**config.mk**
```make
export PLATFORM = sky130hd
export DESIGN_NAME = result_router
export DESIGN_NICKNAME = d
export VERILOG_FILES = /design/src/rtl/result_router_pkg.sv /design/src/rtl/route_decode.sv /design/src/rtl/method_addr_reg.sv /design/src/rtl/call_out_reg.sv /design/src/rtl/result_router.sv
export SDC_FILE = /design/constraint.sdc
export NUM_CORES = 1
export LEC_CHECK = 0
export BUFFER_PORTS_ARGS = -buffer_cell sky130_fd_sc_hd__buf_2
export CORE_MARGIN = 1.5
export CORE_UTILIZATION = 40
export DETAILED_ROUTE_END_ITERATION = 7
export MAX_ROUTING_LAYER = met4
export PLACE_DENSITY = 0.65
export SYNTH_ARGS = -nofsm -noshare
export SYNTH_HDL_FRONTEND = slang
export SYNTH_HIERARCHICAL = 1
export SYNTH_SLANG_ARGS = --single-unit
```
**constraint.sdc**
```tcl
create_clock -name clk -period 4.1 [get_ports clk]
set_input_delay 0.41 -clock clk [delete_from_list [all_inputs] [get_ports clk]]
set_output_delay 0.41 -clock clk [all_outputs]
set_load 0.01 [all_outputs]
```
**src/rtl/result_router_pkg.sv**
```systemverilog
package result_router_pkg;
  typedef enum logic [2:0] {
    RC_FETCH_DROP   = 3'd0,
    RC_MOVE         = 3'd1,
    RC_MOVE_LOAD    = 3'd2,
    RC_FETCH_SEND   = 3'd3,
    RC_MOVE_SEND    = 3'd4,
    RC_FETCH_LOAD   = 3'd5,
    RC_LOAD_SENDPRM = 3'd6,
    RC_LOAD_SENDSTP = 3'd7
  } route_code_e;

  typedef enum logic [1:0] {
    SD_RESULT = 2'd0,
    SD_PARAM  = 2'd1,
    SD_STEP   = 2'd2
  } send_src_e;

  typedef struct packed {
    logic      fetch;
    logic      wr_param;
    logic      load;
    logic      send;
    send_src_e src;
  } route_t;
endpackage

```
**src/rtl/route_decode.sv**
```systemverilog
module route_decode
  import result_router_pkg::*;
(
  input  logic [2:0] code,
  output route_t     route
);
  always_comb begin
    route = '{fetch: 1'b0, wr_param: 1'b0, load: 1'b0, send: 1'b0, src: SD_RESULT};
    unique case (route_code_e'(code))
      RC_FETCH_DROP:   begin route.fetch = 1'b1; route.wr_param = 1'b1; end
      RC_MOVE:         ;
      RC_MOVE_LOAD:    route.load = 1'b1;
      RC_FETCH_SEND:   begin route.fetch = 1'b1; route.wr_param = 1'b1; route.send = 1'b1; end
      RC_MOVE_SEND:    route.send = 1'b1;
      RC_FETCH_LOAD:   begin route.fetch = 1'b1; route.wr_param = 1'b1; route.load = 1'b1; end
      RC_LOAD_SENDPRM: begin route.fetch = 1'b1; route.load = 1'b1; route.send = 1'b1;
                             route.src = SD_PARAM; end
      RC_LOAD_SENDSTP: begin route.load = 1'b1; route.send = 1'b1; route.src = SD_STEP; end
      default:         ;
    endcase
  end
endmodule

```
**src/rtl/method_addr_reg.sv**
```systemverilog
module method_addr_reg #(
  parameter int ADDR_W = 12,
  parameter int STEP_W = 6,
  localparam int WORD_W = ADDR_W + STEP_W
) (
  input  logic              clk,
  input  logic              rst,
  input  logic              load,
  input  logic [WORD_W-1:0] load_word,
  input  logic              send,
  output logic [ADDR_W-1:0] send_addr
);
  logic [ADDR_W-1:0] addr_q;
  logic [STEP_W-1:0] step_q;
  logic [STEP_W-1:0] step_eff;

  assign send_addr = load ? load_word[ADDR_W-1:0] : addr_q;
  assign step_eff  = load ? load_word[WORD_W-1:ADDR_W] : step_q;

  always_ff @(posedge clk) begin
    if (rst) begin
      addr_q <= '0;
      step_q <= '0;
    end else if (load || send) begin
      addr_q <= send ? send_addr + ADDR_W'(step_eff) : send_addr;
      step_q <= step_eff;
    end
  end
endmodule

```
**src/rtl/call_out_reg.sv**
```systemverilog
module call_out_reg #(
  parameter int ADDR_W = 12,
  parameter int DATA_W = 32
) (
  input  logic              clk,
  input  logic              rst,
  input  logic              load,
  input  logic [ADDR_W-1:0] addr_in,
  input  logic [DATA_W-1:0] data_in,
  input  logic              ready,
  output logic              valid,
  output logic [ADDR_W-1:0] addr,
  output logic [DATA_W-1:0] data,
  output logic              busy
);
  assign busy = valid && !ready;

  always_ff @(posedge clk) begin
    if (rst) begin
      valid <= 1'b0;
      addr  <= '0;
      data  <= '0;
    end else if (load) begin
      valid <= 1'b1;
      addr  <= addr_in;
      data  <= data_in;
    end else if (ready) begin
      valid <= 1'b0;
    end
  end
endmodule

```
**src/rtl/result_router.sv**
```systemverilog
module result_router
  import result_router_pkg::*;
#(
  parameter int DATA_W = 32,
  parameter int ADDR_W = 12,
  parameter int STEP_W = 6,
  parameter int REG_W  = 4
) (
  input  logic              clk,
  input  logic              rst,
  input  logic              op_valid,
  input  logic [2:0]        op_code,
  input  logic [REG_W-1:0]  op_dst,
  input  logic [DATA_W-1:0] op_result,
  input  logic [DATA_W-1:0] param_data,
  output logic              param_take,
  output logic              stall,
  output logic              rf_we,
  output logic [REG_W-1:0]  rf_waddr,
  output logic [DATA_W-1:0] rf_wdata,
  output logic              call_valid,
  input  logic              call_ready,
  output logic [ADDR_W-1:0] call_addr,
  output logic [DATA_W-1:0] call_data
);
  localparam int WORD_W = ADDR_W + STEP_W;

  route_t            route;
  logic              accept;
  logic [ADDR_W-1:0] send_addr;
  logic [DATA_W-1:0] send_data;

  route_decode u_dec (.code(op_code), .route(route));

  assign accept     = op_valid && !stall;
  assign param_take = accept && route.fetch;

  always_comb begin
    unique case (route.src)
      SD_PARAM: send_data = param_data;
      SD_STEP:  send_data = DATA_W'(op_result[WORD_W-1:ADDR_W]);
      default:  send_data = op_result;
    endcase
  end

  method_addr_reg #(.ADDR_W(ADDR_W), .STEP_W(STEP_W)) u_maddr (
    .clk(clk), .rst(rst),
    .load(accept && route.load),
    .load_word(op_result[WORD_W-1:0]),
    .send(accept && route.send),
    .send_addr(send_addr)
  );

  call_out_reg #(.ADDR_W(ADDR_W), .DATA_W(DATA_W)) u_call (
    .clk(clk), .rst(rst),
    .load(accept && route.send),
    .addr_in(send_addr), .data_in(send_data),
    .ready(call_ready),
    .valid(call_valid), .addr(call_addr), .data(call_data),
    .busy(stall)
  );

  always_ff @(posedge clk) begin
    if (rst) begin
      rf_we    <= 1'b0;
      rf_waddr <= '0;
      rf_wdata <= '0;
    end else begin
      rf_we <= accept;
      if (accept) begin
        rf_waddr <= op_dst;
        rf_wdata <= route.wr_param ? param_data : op_result;
      end
    end
  end
endmodule

```
## Word level (Yosys, flattened, before mapping)

Cells that the tools add are included.

| storage, ports and cells | value |
|---|---|
| word-level logic and storage cells | 43 |
| bits in registers | 100 |

| cells by class | value |
|---|---|
| reduce and logical (&&, ||, !) cells | 14 |
| equal/unequal tests | 8 |
| mux-type cells | 12 |
| add/sub/neg operators | 1 |

Operators with widths:

| cell | number |
|---|---|
| $pmux W32 S2 | 1 |
| $mux W32 | 1 |
| $mux W12 | 2 |
| $add A12 B6 Y12 | 1 |
| $eq A3 B3 Y1 const B | 4 |
| $reduce_or A4 Y1 | 3 |
| $eq A3 B2 Y1 const B | 2 |
| $mux W1 | 6 |
| $mux W6 | 1 |
| $logic_and A1 B1 Y1 | 5 |
| $pmux W2 S2 | 1 |
| $logic_not A3 Y1 | 1 |
| $reduce_or A3 Y1 | 1 |
| $eq A2 B1 Y1 const B | 1 |
| $eq A2 B2 Y1 const B | 1 |
| $logic_not A1 Y1 | 2 |
| $reduce_bool A2 Y1 | 1 |
| $logic_or A1 B1 Y1 | 1 |

## Depth between registers and ports, before layout

Gate-level depths: netlist (run 1).

| depth | value |
|---|---|
| depth in word-level cells | 8 |
| gate-level depth with buffers | 16 |

## By module

The synthesis (run 1) kept the hierarchy.

Modules (own cells, without submodules):

| module | times used | area each (µm²) | cells an instance |
|---|---|---|---|
| result_router | 1 | 2098.3 | 223 |
| call_out_reg | 1 | 1635.3 | 145 |
| method_addr_reg | 1 | 1178.6 | 126 |
| route_decode | 1 | 67.6 | 9 |

## Worst setup path before layout (run 1)

Ideal clock, no wire load.

| timing | value |
|---|---|
| path kind | input-to-reg |
| start | input port call_ready |
| end | register u_maddr.addr_q[8] |
| required time | 3972 ps |
| arrival | 3228 ps |
| stages on the path | 16 |
| path slack | 744 ps |
| buffers on the path | 4 |
| path through | nor2b_1 -> nor2b_4 -> buf_6 -> buf_4 -> and2_1 -> buf_4 -> buf_2 -> mux2_1 -> ha_1 -> inv_1 -> fa_1 -> nor2b_1 -> o31a_1 -> o311ai_1 -> xor2_1 -> nor2_1 |

| between the ends | value |
|---|---|
| longest elaborated chain between the ends | 8 |

Ends and longest elaborated chain:

| element | RTL line | source |
|---|---|---|
| from (decl) | result_router.sv:22 | `input logic call_ready,` |
| $logic_not A1 Y1 | call_out_reg.sv:16 | `assign busy = valid && !ready;` |
| $logic_and A1 B1 Y1 | call_out_reg.sv:16 |  |
| $logic_not A1 Y1 | result_router.sv:35 | `assign accept = op_valid && !stall;` |
| $logic_and A1 B1 Y1 | result_router.sv:35 |  |
| $logic_and A1 B1 Y1 | result_router.sv:48 | `.load(accept && route.load),` |
| $mux W12 | method_addr_reg.sv:17 | `assign send_addr = load ? load_word[ADDR_W-1:0] : addr_q;` |
| net send_addr[0] | result_router.sv:30 | `logic [ADDR_W-1:0] send_addr;` |
| $add A12 B6 Y12 | method_addr_reg.sv:25 | `addr_q <= send ? send_addr + ADDR_W'(step_eff) : send_addr;` |
| $mux W12 | method_addr_reg.sv:25 |  |
| to (signal assigned) | method_addr_reg.sv:25 |  |
| to (decl) | method_addr_reg.sv:13 | `logic [ADDR_W-1:0] addr_q;` |

The timed path passes the listed nets, and every way through them passes these cells.
A chain may end at the register's enable or synchronous reset.

## Final worst setup path (run 1)

| timing | value |
|---|---|
| start | register u_call.valid |
| end | register u_maddr.addr_q[8] |

| between the ends | value |
|---|---|
| longest elaborated chain between the ends | 7 |

Ends and longest elaborated chain:

| element | RTL line | source |
|---|---|---|
| from (decl) | call_out_reg.sv:11 | `output logic valid,` |
| from (signal assigned) | call_out_reg.sv:20 | `valid <= 1'b0;` |
| from (signal assigned) | call_out_reg.sv:24 | `valid <= 1'b1;` |
| from (signal assigned) | call_out_reg.sv:28 | `valid <= 1'b0;` |
| $logic_and A1 B1 Y1 | call_out_reg.sv:16 |  |
| $logic_not A1 Y1 | result_router.sv:35 |  |
| $logic_and A1 B1 Y1 | result_router.sv:35 |  |
| $logic_and A1 B1 Y1 | result_router.sv:48 |  |
| $mux W12 | method_addr_reg.sv:17 |  |
| net send_addr[0] | result_router.sv:30 |  |
| $add A12 B6 Y12 | method_addr_reg.sv:25 |  |
| $mux W12 | method_addr_reg.sv:25 |  |

The timed path passes the listed nets, and every way through them passes these cells.

==> impl_metrics.yaml, run 1 <==
cts:
  cts_made_buffers: 9
  clk_latency_ps: 350
  clkSlewWorstSetupHoldPaths_ps: 70
  cts_max_level: 3
  ctsHoldBuffers: 0
  post_cts_buffers: 0
  clk_path_buf_depth: 2
  cts_root_buffer: "clkbuf_16"
  clock-sinks: 100
  post_cts_resized: 0
  cts_tree: "done"
route:
  drt_pre_antenna_iters: 4
  initialDrtViolationCount: 188
  top_layer: "met4"
  drc: 0
  drt_wl_total_um: 13000
  wl_per_cell_um: 16.1
  wl_met3_um: 602
  drtAntennaViolNets: 0
  routed_via_density: 5.11
  wl_met2_um: 5790
  wl_met1_um: 6420
  via_count: 4141
hold_path:
  hold_class: "in2reg"
pwr:
  power_leakage_nw: 2.77
  power-per-cell-area_nw_per_um2: 421
  peakVddDrop_uv: 201
worst_setup_path:
  crit_slowest_cell: "mux2_1"
  cp.buffers_inverters: 2
  end_kind: "flop"
  crit_fanout: 28
  r2r_cells: 13
  start_kind: "flop"
  crit_start: "u_call/valid"
  slowest_delay_ps: 390
  worst-r2r-setup-slack_ps: 1050
  r2r-start: "u_call/valid"
  crit_family: "simple AND/OR/NAND/NOR gates"
  reg2reg_to: "u_maddr/addr_q[8]"
  path_common_cell: "nor2b_1"
  endpoint: "u_maddr/addr_q[8]"
  cp.depth: 13
  path_cells: "nor2b_1, nor2b_4, and2_1, buf_4, mux2_1, ha_1, inv_1, fa_1, nor2b_1, o31a_1, o311ai_1, xor2_1, nor2_1"
  required_ps: 4300
  critical_path_class: "reg2reg"
  cp.arrival_ps: 3260
timing:
  fin_hold_ws_ps: 293
  period_needed_ps: 3050
  relSlewSlack: 0.264
  hold_violations: 0
  slew_viol_final: 0
  finalSetupViolations: 0
  finalCritPeriodShare: 0.745
  skew_ps: 4.28
  fin_ws_ps: 1050
  worst_pin_slew_ps: 1100
  fmax_mhz: 328
  fin_setup_tns_ps: 0
  rsz0062_at_grt: "false"
grt:
  antenna_found_initial: 0
  grt_max_degree: 102
  grt_pass1_wl_um: 20200
  gr-total-overflow: 0
  gr-usage-all-layers: 0.205
  first_global_vias: 3957
synthesis:
  yosys_warnings: 6
  ys_seq_area_frac: 0.402
  synthFlopType: "dfxtp_1"
  syn_inst: 503
  synth_seq_cells: 100
  synthTopCellsByArea: "dfxtp_1 40%, mux2i_1 17%, nor2_1 7.0%"
  synth_edf_count: 0
  synth_top_area_cell: "dfxtp_1"
  avgSynthCellArea_sq_um: 9.90
  synthesis.area_sq_um: 4980
  yosysUniqueCellTypes: 47
  synth_top_area_frac: 0.402
  async_flop_share: 0
  synth_nets: 587
floorplanning:
  coreArea_sq_um: 12100
  die_h_um: 115
  io_pins: 159
  dieArea_sq_um: 13100
  row_count: 40
  die_w_um: 115
  start_util: 0.413
cells_and_area:
  syn_to_final_growth_pct: 21.2
  finalNonFillerCells: 811
  diodes: 0
  final_nets: 722
  drive_above_1_share: 0.320
flow_run:
  cap_violations: 0
placed_design:
  place_ws_ps: 893
  dpl.hpwl_um: 9110
  place_inst: 795
  io_buffer_count: 158
  globalplace.congestion: 0.856
run_status:
  status: "finished, final reports clean"
==> power by group <==
| part | internal (mW) | switching (mW) |
|---|---|---|
| clock | 0.613 | 0.380 |
| combinational | 0.214 | 0.269 |
| sequential | 1.04 | 0.0286 |
| total | 1.86 | 0.678 |
==> stage by stage <==
step	utilization	total power [mW]	cell area, sq um
floorplan	-	1.43	4980
global route	0.500	2.66	6030
detailed placement	0.471	1.57	5680
CTS	0.500	2.57	6030
global placement	0.471	1.56	5680
finish	0.500	2.54	6030
==> cell usage in the layout (no fill, tap or decap), types with 3 or more instances in the layout <==
| cell type | instances |
|---|---|
| o21ai_0 | 10 |
| a22oi_1 | 6 |
| xor2_1 | 3 |
| a21oi_1 | 10 |
| nand2b_1 | 3 |
| buf_4 | 6 |
| nand2_1 | 18 |
| nor2b_1 | 8 |
| inv_1 | 8 |
| bufinv_16 | 3 |
| mux2i_1 | 84 |
| ha_1 | 8 |
| mux2_2 | 15 |
| dfxtp_1 | 100 |
| nand3b_1 | 3 |
| clkbuf_16 | 9 |
| buf_2 | 157 |
| xnor2_1 | 5 |
| a22o_1 | 26 |
| a211oi_1 | 33 |
| nor2_1 | 93 |
==> flip-flops by register name, indices dropped and copies added, names as in the netlist <==
register	cells
rf_waddr	4
rf_wdata	32
rf_we	1
u_call/addr	12
u_call/data	32
u_call/valid	1
u_maddr/addr_q	12
u_maddr/step_q	6
==> area by class of cell <==
| cell class | instances | area [sq um] |
|---|---|---|
| Fill cell | 1166 | 6030 |
| Sequential cell | 100 | 2000 |
| Inverter | 8 | 30.0 |
| Clock inverter | 6 | 111 |
| Multi-Input combinational cell | 356 | 2610 |
| Timing Repair Buffer | 163 | 831 |
| Clock buffer | 10 | 239 |
| Tap cell | 168 | 210 |
==> metal layers <==
| metal | track usage | vias to the layer above |
|---|---|---|
| met1 | 0.275 | 1946 |
| met5 | - | - |
| li1 | - | 2050 |
| met4 | 0.0742 | 0 |
| met2 | 0.313 | 130 |
| met3 | 0.0328 | 15 |
==> logic make-up after synthesis <==
group                    share of synthesized area
AO/OA/AOI/OAI                                0.152
XOR/XNOR                                    0.0141
adder cells (fa/ha/maj)                     0.0241
buffers and inverters                       0.0764
flip-flops                                   0.402
multiplexers                                 0.208
AND/OR/NAND/NOR                              0.123
==> Yosys cell counts (2+ instances only) <==
library cell	instances
dfxtp_1	100
nor2_1	93
mux2i_1	84
a211oi_1	33
a22o_1	26
nand2_1	18
mux2_2	15
buf_2	11
o21ai_0	11
a21oi_1	10
buf_6	9
ha_1	8
inv_1	8
nor2b_1	8
buf_12	7
a22oi_1	6
buf_1	5
xnor2_1	5
clkbuf_1	4
and2_1	3
nand2b_1	3
nand3b_1	3
xor2_1	3
a211oi_2	2
buf_4	2
nand3_1	2
nor2b_4	2
o21a_1	2
o21ai_1	2
==> tightest hold or removal path: cells and delay by family <==
kind	cells	cell delay (ps)
compound gates	1	50
buf+inv	1	90
simple gates	1	40
==> worst min-delay path by stage <==
| stage | endpoint | start | depth (start not counted) |
|---|---|---|---|
| finish | rf_waddr[3] | op_dst[3] | 3 |
| global route | rf_waddr[1] | op_dst[1] | 3 |
| global placement | rf_waddr[3] | rf_waddr[3] | 2 |
| CTS | rf_waddr[3] | op_dst[3] | 3 |
| detailed placement | rf_waddr[3] | rf_waddr[3] | 2 |
| floorplan | rf_waddr[0] | rf_waddr[0] | 2 |
No activity file was read; power rests on OpenSTA's default activity.
==> inputs of run 2 (changes only) <==
==> constraint.sdc (replaced) <==
create_clock -name clk -period 2.9 [get_ports clk]
set_input_delay 0.29 -clock clk [delete_from_list [all_inputs] [get_ports clk]]
set_output_delay 0.29 -clock clk [all_outputs]
set_load 0.01 [all_outputs]
==> run 2 against run 1 <==
Clock power grew 30%; wire length grew 1.5%; combinational power grew 45%; sequential power grew 41%; die area is the same; worst hold slack lost 110 ps; count of clock-buffer cells in the layout grew 2; design area grew 1.1%; global-route usage grew 0.55 points; flip-flop and latch count is the same; critical path type unchanged.
==> impl_metrics.yaml, run 2 (synthesis results as in run 1) <==
run_status:
  status: "finished, final reports clean"
route:
  routed_via_density: 5.07
  drt_wl_total_um: 13200
  drt_pre_antenna_iters: 5
  via_count: 4128
  drtAntennaViolNets: 0
  drc: 0
  wl_per_cell_um: 16.3
  initialDrtViolationCount: 264
worst_setup_path:
  crit_fanout: 8
  critical_path_class: "reg2reg"
  start_kind: "flop"
  required_ps: 3120
  end_kind: "flop"
  cp.arrival_ps: 2920
timing:
  hold_violations: 0
  slew_viol_final: 0
  rsz0062_at_grt: "false"
  period_needed_ps: 2700
  finalCritPeriodShare: 0.931
  finalSetupViolations: 0
  worst_pin_slew_ps: 1120
  fmax_mhz: 370
  relSlewSlack: 0.253
  skew_ps: 4.04
  fin_ws_ps: 200
cts:
  cts_made_buffers: 9
  clkSlewWorstSetupHoldPaths_ps: 70
  clock-sinks: 100
  cts_tree: "done"
  clk_latency_ps: 340
  ctsHoldBuffers: 0
  post_cts_buffers: 0
  clk_path_buf_depth: 2
  cts_root_buffer: "clkbuf_16"
  post_cts_resized: 0
  cts_max_level: 3
cells_and_area:
  finalNonFillerCells: 814
  diodes: 0
  drive_above_1_share: 0.334
  final_cell_mix: "157 x buf_2, 99 x dfxtp_1, 93 x nor2_1"
  final_nets: 725
  utilization: 0.506
  num-fill-cells: 1142
  syn_to_final_growth_pct: 22.5
  reg_top3: "rf_wdata (32), u_call/data (32)"
  final_common_cell: "buf_2"
pwr:
  switchingPower_mw: 0.941
  clock_power_share: 0.369
  combPwrFrac: 0.200
  seq_power_share: 0.431
  power-per-cell-area_nw_per_um2: 574
  power_leakage_nw: 2.77
  peakVddDrop_uv: 234
  p_int_mw: 2.56
  switching_share: 0.269
floorplanning:
  coreArea_sq_um: 12100
  row_count: 40
  die_h_um: 115
  die_w_um: 115
  start_util: 0.413
  dieArea_sq_um: 13100
  io_pins: 159
grt:
  gr-total-overflow: 0
  gr-usage-all-layers: 0.211
  grt_max_degree: 74
  first_global_vias: 4084
  antenna_found_initial: 0
  grt_pass1_wl_um: 20900
placed_design:
  place_ws_ps: 42.7
  globalplace.congestion: 0.843
  dpl.hpwl_um: 9280
  io_buffer_count: 158
  place_inst: 798
flow_run:
  cap_violations: 0
hold_path:
  hold_class: "in2reg"
## run 2: cell count changes in the layout (fill, tap and decap cells not counted), moves of 2 or more
cell	before	now
ha_1	8	6
ha_4	0	2
buf_12	0	2
clkbuf_1	0	2
## run 2: through the flow
| step | TNS [ps] | hold slack (ps) | instance area (sq um) | power (mW) |
|---|---|---|---|---|
| final | 0 | 182 | 6100 | 3.50 |
| after global routing | 0 | 187 | 6100 | 3.68 |
| after CTS | 0 | 174 | 6100 | 3.54 |
| after detailed placement | 0 | 453 | 5780 | 2.24 |
| after global placement | 0 | 439 | 5780 | 2.22 |
| after floorplan | -51.4 | 426 | 5050 | 2.04 |
## run 2: path summary, 6_finish.rpt
path / startpoint / endpoint / slack, ps / cells past startpoint
setup / recovery: u_call/valid / u_maddr/addr_q[8] / 200 / 11
hold / removal: op_dst[2] / rf_waddr[2] / 180 / 3
setup reg to reg: u_call/valid / u_maddr/addr_q[8] / 200 / 11
hold reg to reg: rf_waddr[2] / rf_waddr[2] / 470 / 2
## run 2: layer usage
layer	vias up	wire [um]	part of all wire	GRT usage
met1	1949	6440	0.49	0.274
met5	-	0	0	-
met3	7	653	0.049	0.0461
li1	2056	-	-	-
met2	116	6050	0.46	0.334
met4	0	91	0.0069	0.0525
## run 2: area by class of cell
type	instances	area, sq um	area share
Clock inverter	4	72.6	0.0119
Tap cell	168	210	0.0345
Clock buffer	12	246	0.0404
Sequential cell	100	2000	0.328
Multi-Input combinational cell	356	2660	0.436
Timing Repair Buffer	166	878	0.144
Inverter	8	30.0	0.00492
## run 2: power by group through the flow
stage          Sequential (mW)  Clock, mW  Combinational (mW)
4_1_cts                   1.51       1.32               0.705
2_1_floorplan             1.57          0               0.468
6_report                  1.51       1.29               0.701
3_5_place_dp              1.54          0               0.702
5_1_grt                   1.52       1.39               0.769
3_3_place_gp              1.54          0               0.685
## run 2: critical path: stages (launching register included)
cell and delay (ps):
dfxtp_2 320, nor2b_4 130, nor2b_4 100, and2_4 190, buf_4 180, mux2_2 370
ha_1 360, o21a_1 210, o31a_1 170, o311ai_2 310, xor2_1 180, nor2_1 50
==> inputs of run 3 (changes only) <==
--- a/config.mk
+++ b/config.mk
@@ -8,6 +8,7 @@
 export BUFFER_PORTS_ARGS = -buffer_cell sky130_fd_sc_hd__buf_2
 export CORE_MARGIN = 1.5
 export CORE_UTILIZATION = 40
+export CTS_BUF_LIST = sky130_fd_sc_hd__clkbuf_4 sky130_fd_sc_hd__clkbuf_8 sky130_fd_sc_hd__clkbuf_16
 export DETAILED_ROUTE_END_ITERATION = 7
 export MAX_ROUTING_LAYER = met4
 export PLACE_DENSITY = 0.65
==> run 3 against run 2 <==
Via count grew 0.58%; non-clock buffer count is the same; flip-flop and latch count is the same; first-iteration DRC count shrank 0.76%; total power grew 0.60%; sequential share of layout area is essentially flat.
==> impl_metrics.yaml, run 3 (synthesis results as in run 1) <==
timing:
  worst_pin_slew_ps: 1130
  fin_setup_tns_ps: 0
  period_needed_ps: 2700
  finalSetupViolations: 0
  finalCritPeriodShare: 0.931
  relSlewSlack: 0.247
  hold_violations: 0
  fin_ws_ps: 200
  rsz0062_at_grt: "false"
  fmax_mhz: 370
  skew_ps: 3.94
  slew_viol_final: 0
worst_setup_path:
  end_kind: "flop"
  start_kind: "flop"
  path_common_cell: "nor2b_4"
  required_ps: 3120
  path_cells: "nor2b_4, nor2b_4, and2_4, buf_4, mux2_2, ha_1, o21a_1, o31a_1, o311ai_2, xor2_1, nor2_1"
  worst-r2r-setup-slack_ps: 200
  slowest_delay_ps: 370
  crit_fanout: 8
  cp.arrival_ps: 2920
  r2r-start: "u_call/valid"
  r2r_cells: 11
  critical_path_class: "reg2reg"
  crit_slowest_cell: "mux2_2"
  reg2reg_to: "u_maddr/addr_q[8]"
placed_design:
  io_buffer_count: 158
  post_dp_cell_area_sq_um: 5780
  place_inst: 798
  globalplace.congestion: 0.843
  dpl.hpwl_um: 9280
  place_ws_ps: 42.7
hold_path:
  hold_start: "op_dst[2]"
  min_delay_path_depth: 3
  hold_class: "in2reg"
  hold_path_end: "rf_waddr[2]"
route:
  drt_pre_antenna_iters: 5
  initialDrtViolationCount: 262
  routed_via_density: 5.10
  drc: 0
  drt_wl_total_um: 13300
  wl_per_cell_um: 16.3
  via_count: 4152
  drtAntennaViolNets: 0
pwr:
  power-per-cell-area_nw_per_um2: 577
  power_leakage_nw: 2.78
  peakVddDrop_uv: 234
cells_and_area:
  final_cell_mix: "157 x buf_2, 99 x dfxtp_1, 93 x nor2_1"
  utilization: 0.506
  diodes: 0
  final_area_sq_um: 6110
  final_common_cell: "buf_2"
  reg_top3: "rf_wdata (32), u_call/data (32)"
  finalNonFillerCells: 814
  syn_to_final_growth_pct: 22.7
  final_nets: 725
  drive_above_1_share: 0.337
run_status:
  status: "finished, final reports clean"
cts:
  cts_root_buffer: "clkbuf_16"
  clk_latency_ps: 340
  post_cts_buffers: 0
  clock-sinks: 100
  clkSlewWorstSetupHoldPaths_ps: 70
  clk_path_buf_depth: 2
  cts_tree: "done"
  ctsHoldBuffers: 0
  cts_max_level: 3
  cts_made_buffers: 9
  post_cts_resized: 0
floorplanning:
  die_w_um: 115
  io_pins: 159
  row_count: 40
  die_h_um: 115
  dieArea_sq_um: 13100
  coreArea_sq_um: 12100
  start_util: 0.413
grt:
  first_global_vias: 4084
  gr-usage-all-layers: 0.211
  grt_pass1_wl_um: 20900
  grt_max_degree: 74
  antenna_found_initial: 0
  gr-total-overflow: 0
flow_run:
  cap_violations: 0
==> run 3: cell counts in the layout (fill, tap and decap cells not counted) <==
Identical to the previous run, type by type.
==> run 3: through the flow <==
step                      hold WS, ps  power, mW
after floorplan                   426       2.04
after global placement            439       2.22
after global routing              187       3.70
after CTS                         174       3.56
final                             182       3.52
after detailed placement          453       2.24
==> run 3: final cells by class <==
cell class | count | area (sq um)
repair buffers | 166 | 878
inverters | 8 | 30.0
clock inverters | 4 | 72.6
multi-input cells | 356 | 2660
fillers | 1139 | 5950
clock buffers | 12 | 254
flip-flops and latches | 100 | 2000
well taps | 168 | 210
==> run 3: power by group <==
part | internal [mW] | total [mW] | leakage (nW) | switching [mW]
Sequential | 1.47 | 1.51 | 0.822 | 0.0421
Combinational | 0.317 | 0.701 | 1.80 | 0.384
Clock | 0.798 | 1.32 | 0.160 | 0.517
==> run 3: worst max-delay path by stage <==
| stage | from | end | slack, ps | depth (start not counted) |
|---|---|---|---|---|
| 6_report | u_call/valid | u_maddr/addr_q[8] | 200 | 11 |
| 5_1_grt | u_call/valid | u_maddr/addr_q[11] | 4 | 11 |
| 4_1_cts | u_call/valid | u_maddr/addr_q[11] | 190 | 11 |
| 3_5_place_dp | op_code[0] | u_maddr/addr_q[11] | 40 | 11 |
| 3_3_place_gp | op_code[0] | u_maddr/addr_q[11] | 130 | 11 |
| 2_1_floorplan | u_call/valid | u_maddr/addr_q[8] | -50 | 16 |
==> run 3: layer usage <==
metal  up-vias  GRT usage  part of all wire
li1       2056          -                 -
met1      1964      0.274              0.48
met2       125      0.334              0.46
met3         7     0.0461             0.053
met4         0     0.0525            0.0069
met5         -          -                 0
==> run 3: worst max-delay path, delay by kind of cell (launching register included) <==
kind	cells	cell delay (ps)
AOI/OAI and AO/OA	3	690
xor gates and xnor gates	1	180
adders and majority gates	1	360
buffers and inverters	1	180
DFF	1	320
muxes	1	370
and+or+nand+nor	4	470
